[config.mk]
export PLATFORM = sky130hd
export DESIGN_NAME = sp_fifo_inreg
export DESIGN_NICKNAME = d
export VERILOG_FILES = /design/src/rtl/sp_fifo_pkg.sv /design/src/rtl/sp_fifo_edge_det.sv /design/src/rtl/sp_fifo_chain.sv /design/src/rtl/sp_fifo_xfer_ctrl.sv /design/src/rtl/sp_fifo_inreg.sv
export SDC_FILE = /design/constraint.sdc
export NUM_CORES = 1
export LEC_CHECK = 0
export ABC_AREA = 0
export BUFFER_PORTS_ARGS = -buffer_cell sky130_fd_sc_hd__buf_2
export CAP_MARGIN = 5
export CORE_AREA = 2 2 40 42
export CTS_BUF_LIST = sky130_fd_sc_hd__clkbuf_8
export DETAILED_ROUTE_END_ITERATION = 8
export DIE_AREA = 0 0 42 44
export PLACE_DENSITY = 0.8
export SLEW_MARGIN = 30
export SYNTH_ARGS = -nofsm -noshare
export SYNTH_HDL_FRONTEND = slang
export SYNTH_SLANG_ARGS = --single-unit
[constraint.sdc]
create_clock -name clk -period 1.4 [get_ports clk]
set_clock_uncertainty 0.2 [all_clocks]
set_input_delay 0.14 -clock clk [delete_from_list [all_inputs] [get_ports clk]]
set_output_delay 0.14 -clock clk [all_outputs]
set_load 0.05 [all_outputs]
[src/rtl/sp_fifo_pkg.sv]
package sp_fifo_pkg;
  typedef enum logic {
    ROLE_SLAVE  = 1'b0,
    ROLE_MASTER = 1'b1
  } role_e;
endpackage

[src/rtl/sp_fifo_edge_det.sv]
// Synchronizes an asynchronous level and flags its falling edges.
module sp_fifo_edge_det #(
  parameter int STAGES = 2
) (
  input  logic clk,
  input  logic rst,
  input  logic async_in,
  output logic fall
);
  logic [STAGES-1:0] sync_q;
  logic              last_q;

  always_ff @(posedge clk) begin
    if (rst) begin
      sync_q <= '0;
      last_q <= 1'b0;
    end else begin
      sync_q <= {sync_q[STAGES-2:0], async_in};
      last_q <= sync_q[STAGES-1];
    end
  end

  assign fall = last_q & ~sync_q[STAGES-1];
endmodule

[src/rtl/sp_fifo_chain.sv]
// Word register plus completion marker. Stage 0 is the marker; stage
// i+1 holds word bit i; serial data enters at the top stage.
module sp_fifo_chain #(
  parameter int DATA_W = 4
) (
  input  logic              clk,
  input  logic              rst,
  input  logic              rearm,
  input  logic              load,
  input  logic [DATA_W-1:0] par_d,
  input  logic              shift,
  input  logic              ser_d,
  output logic [DATA_W-1:0] word,
  output logic              mark
);
  localparam int CHAIN_W = DATA_W + 1;
  localparam logic [CHAIN_W-1:0] ARMED = CHAIN_W'(1) << DATA_W;

  logic [CHAIN_W-1:0] st_q;

  always_ff @(posedge clk) begin
    if (rst || rearm) begin
      st_q <= ARMED;
    end else if (load) begin
      st_q <= {par_d, 1'b1};
    end else if (shift) begin
      st_q <= {ser_d, st_q[CHAIN_W-1:1]};
    end
  end

  assign word = st_q[CHAIN_W-1:1];
  assign mark = st_q[0];
endmodule

[src/rtl/sp_fifo_xfer_ctrl.sv]
// Transfer one-shot, role latch and re-arm interlock.
module sp_fifo_xfer_ctrl
  import sp_fifo_pkg::*;
(
  input  logic  clk,
  input  logic  rst,
  input  logic  full,
  input  logic  tts_n,
  input  logic  top_empty,
  input  logic  pl,
  input  logic  ser_en_n,
  input  logic  mr_n,
  output logic  wr_go,
  output logic  rearm,
  output logic  done_q,
  output role_e role_q
);
  logic release_ok;

  always_ff @(posedge clk) begin
    if (rst) begin
      role_q <= ROLE_SLAVE;
    end else if (!mr_n) begin
      role_q <= ser_en_n ? ROLE_SLAVE : ROLE_MASTER;
    end
  end

  assign wr_go      = full & ~tts_n & top_empty & ~done_q & mr_n;
  assign release_ok = done_q & ~pl & ((role_q == ROLE_MASTER) | ~ser_en_n);
  assign rearm      = ~mr_n | release_ok;

  always_ff @(posedge clk) begin
    if (rst || !mr_n) begin
      done_q <= 1'b0;
    end else if (wr_go) begin
      done_q <= 1'b1;
    end else if (release_ok) begin
      done_q <= 1'b0;
    end
  end
endmodule

[src/rtl/sp_fifo_inreg.sv]
module sp_fifo_inreg
  import sp_fifo_pkg::*;
#(
  parameter int DATA_W      = 4,
  parameter int SYNC_STAGES = 2
) (
  input  logic              clk,
  input  logic              rst,
  input  logic              pl,
  input  logic [DATA_W-1:0] par_d,
  input  logic              ser_clk,
  input  logic              ser_en_n,
  input  logic              ser_d,
  input  logic              tts_n,
  input  logic              mr_n,
  input  logic              stk_top_empty,
  output logic              in_full_n,
  output logic              stk_wr,
  output logic [DATA_W-1:0] stk_data
);
  logic              ser_fall;
  logic              shift;
  logic              mark;
  logic [DATA_W-1:0] word;
  logic              wr_go;
  logic              rearm;
  logic              done_q;
  role_e             role_q;
  logic              is_master;

  sp_fifo_edge_det #(.STAGES(SYNC_STAGES)) u_edge (
    .clk      (clk),
    .rst      (rst),
    .async_in (ser_clk),
    .fall     (ser_fall)
  );

  assign shift = ser_fall & ~ser_en_n & ~mark & ~pl;

  sp_fifo_chain #(.DATA_W(DATA_W)) u_chain (
    .clk   (clk),
    .rst   (rst),
    .rearm (rearm),
    .load  (pl),
    .par_d (par_d),
    .shift (shift),
    .ser_d (ser_d),
    .word  (word),
    .mark  (mark)
  );

  sp_fifo_xfer_ctrl u_ctrl (
    .clk       (clk),
    .rst       (rst),
    .full      (mark),
    .tts_n     (tts_n),
    .top_empty (stk_top_empty),
    .pl        (pl),
    .ser_en_n  (ser_en_n),
    .mr_n      (mr_n),
    .wr_go     (wr_go),
    .rearm     (rearm),
    .done_q    (done_q),
    .role_q    (role_q)
  );

  assign is_master = (role_q == ROLE_MASTER);

  always_ff @(posedge clk) begin
    if (rst) begin
      stk_wr   <= 1'b0;
      stk_data <= '0;
    end else begin
      stk_wr <= wr_go;
      if (wr_go) begin
        stk_data <= word;
      end
    end
  end

  assign in_full_n = ~mark;
endmodule

==> impl_results.md <==
* Status: finished, violations left
* Failing checks: negative setup slack
* H-tree levels at 1
* Clock power frac at 37.8%
* Area added between synthesis and finish at 42.7%
* Yosys warns at 0
* Cell area after layout at 870 um^2
* # port buffers at 18
* Mean Syn Cell Area at 9.37 um^2
* Vias per cell at 5.02
* Crit Path Max Fanout at 5
* Drt drc at 0
* Most frequent cells in the layout: 18 x buf_2, 14 x dfxtp_1, 8 x buf_4, 6 x a21oi_1
* Number of synthesized register bits at 15
* Synth top area cells: dfxtp_1 49%, a21oi_1 4.9%, nand3_1 4.1%
* All-Layer GR Usage at 16.5%
* Logic pwr share at 11.5%
* Actual slew at the worst max-slew pin at 0.340 ns
* Max-slew headroom at 77.3%
* Initial Utilization at 42.9%
* Placed cell areas at 768 um^2
* Slew Viols, Final at 0
* Cell taking the most area after synthesis: dfxtp_1
* Switching share of power at 22.3%
* Pwr Total at 884 uW
* Clock tree sinks at 15
* Critical Path RT at 1.33 ns
* MaxCap Viol Count at 0
* Part of the power in registers at 50.7%
* Kind of critical path: reg -> reg
* Final number of setup-violating endpoints at 1
* WP data arrival at 1.36 ns
* Endpoint type of the worst setup path: flop
* Rows at 14
* Final WS setup at -0.0234 ns
* Vias in the first global route at 539
* Final core occ at 61.3%
* Mapped Nets at 78
* DIE HEIGHT at 44 um
* TNS Setup at -0.0234 ns
* Area share of the largest cell type after synthesis at 49.3%
* Die W at 42 um
* Nets@finish at 112
* Grt total ovfl at 0
* ANT nets after route at 0
* Die Area at 1850 um^2
* Routed len/inst at 11.6 um
* Placed cells at 105
* Initial DRC Count at 15
* Gp weighted congestion at 0.808
* Max Clk Rate at 0.703 GHz
* Total CTS buffers at 3
* Total power divided by cell area at 1020 nW/um^2
* Via count at 572
* Ports at 19
* RSZ-0062 raised after global routing: true
* Core area at 1420 um^2
* Initial antenna violation count at 0
* Pleak at 0.363 nW
* Fill cell count at 125
* Design internal power at 687 uW
* CTS tree: yes
* Final WL at 1330 um
* Gate Count Post-Synth at 65
* Fin crit share at 102%
* Pin count of the biggest net entering global routing at 11
* Clk slew on worst S/H paths at 0.06 ns
* First-pass GRT wire length at 2170 um
* Detailed-placement wirelength estimate at 1000 um
* # diodes at 0
* VDD IR-drop max at 688 uV
* CTS root buf: clkbuf_8
* Fin crit period at 1.42 ns
* Post-synthesis sequential area ratio at 49.3%
* Worst hold path class: in -> reg
* Clock Tree Buf Depth at 2
* Fin. Hold Viols at 0
* Post-CTS Setup Bufs at 0
* Non-filler cells, final at 114
* Setup crit start kind: flop
* Clock latency on the worst-skew pair at 0.25 ns
* Switch Pwr at 197 uW
* First drt pass iteration count at 4
* Share of cells above drive strength 1 at 35.7%
* Synthesized cell area at 609 um^2
* Commonest non-fill, non-tap cell in the layout: buf_2
* Synth cell types at 27
## Yosys cell counts
library cell	instances
a2111o_1	1
a211oi_1	1
a21oi_1	6
a311o_1	1
a311oi_1	1
a31oi_1	1
and3_1	1
and4bb_2	1
buf_4	1
clkbuf_1	1
clkinv_1	1
dfxtp_1	15
inv_1	3
inv_2	1
mux2i_1	1
nand2_1	3
nand2b_1	1
nand3_1	5
nand3b_1	1
nand4bb_1	1
nor2_1	5
nor2b_1	3
nor3b_1	2
nor4b_4	1
o21ai_0	4
o22ai_1	2
or2_2	1
## power groups by stage
| stage | registers [mW] | clock network (mW) | logic, mW |
|---|---|---|---|
| 4_1_cts | 0.448 | 0.345 | 0.100 |
| 6_report | 0.448 | 0.334 | 0.102 |
| 2_1_floorplan | 0.458 | 0 | 0.0438 |
| 5_1_grt | 0.449 | 0.359 | 0.111 |
| 3_3_place_gp | 0.456 | 0 | 0.0878 |
| 3_5_place_dp | 0.457 | 0 | 0.0896 |
## state kept, by name, summed over array words and instances (netlist names)
name           flops
u_ctrl.role_q      1
u_chain.st_q       5
stk_data           4
u_edge.last_q      1
stk_wr             1
u_edge.sync_q      2
u_ctrl.done_q      1
## repair_timing
item | 4_1_cts | 5_1_grt
endpoints found under the hold margin | 4 | 0
hold buffers | 5 | 0
endpoints found under the setup margin | 1 | 3
gates resized for setup | 1 | 1
pin swaps | 0 | 2
## logic make-up after synthesis
group                  Yosys count  synth area share (%)
AND/OR/NAND/NOR                 25                  26.7
flip-flops                      15                  49.3
buffers and inverters            7                  4.93
multiplexers                     1                  1.64
AO/OA/AOI/OAI                   17                  17.5
## path summary, 6_finish.rpt
path | startpoint | end | slack (ns) | cells past startpoint
worst max register to register | u_edge.sync_q[1]$_SDFF_PP0_ | u_chain.st_q[4]$_SDFFE_PP1P_ | -0.02 | 3
worst min-delay path | ser_d | u_chain.st_q[4]$_SDFFE_PP1P_ | 0.02 | 3
worst max-delay path | u_edge.sync_q[1]$_SDFF_PP0_ | u_chain.st_q[4]$_SDFFE_PP1P_ | -0.02 | 3
worst min register to register | u_edge.sync_q[0]$_SDFF_PP0_ | u_edge.sync_q[1]$_SDFF_PP0_ | 0.24 | 1
## layer usage
| layer | up-vias | routed length, um | track usage (%) |
|---|---|---|---|
| li1 | 298 | - | - |
| met1 | 251 | 600 | 18.6 |
| met2 | 18 | 603 | 26.6 |
| met3 | 5 | 77 | 4.17 |
| met4 | 0 | 45 | 13.5 |
| met5 | - | 0 | 0 |
## worst max-delay path: stages (launching register included)
cell and delay [ns]:
dfxtp_2 0.33, nor4b_4 0.36, nor3b_1 0.09, a2111o_1 0.34
## stage by stage
step | setup WS (ns) | hold slack, ns
global route | -0.105 | 0.0483
CTS | -0.0253 | 0.0258
global placement | -0.0165 | 0.148
detailed placement | -0.0264 | 0.158
finish | -0.0234 | 0.0246
floorplan | 0.0222 | 0.0653
## layout make-up
class | instances | area (um^2) | share of cell area, %
Tap cell | 16 | 20.0 | 2.30
Timing Repair Buffer | 31 | 200 | 23.0
Multi-Input combinational cell | 43 | 284 | 32.7
Sequential cell | 15 | 302 | 34.7
Inverter | 5 | 18.8 | 2.16
Clock buffer | 3 | 41.3 | 4.75
Clock inverter | 1 | 3.75 | 0.432
Note: power is estimated with default switching activity, not from simulation.
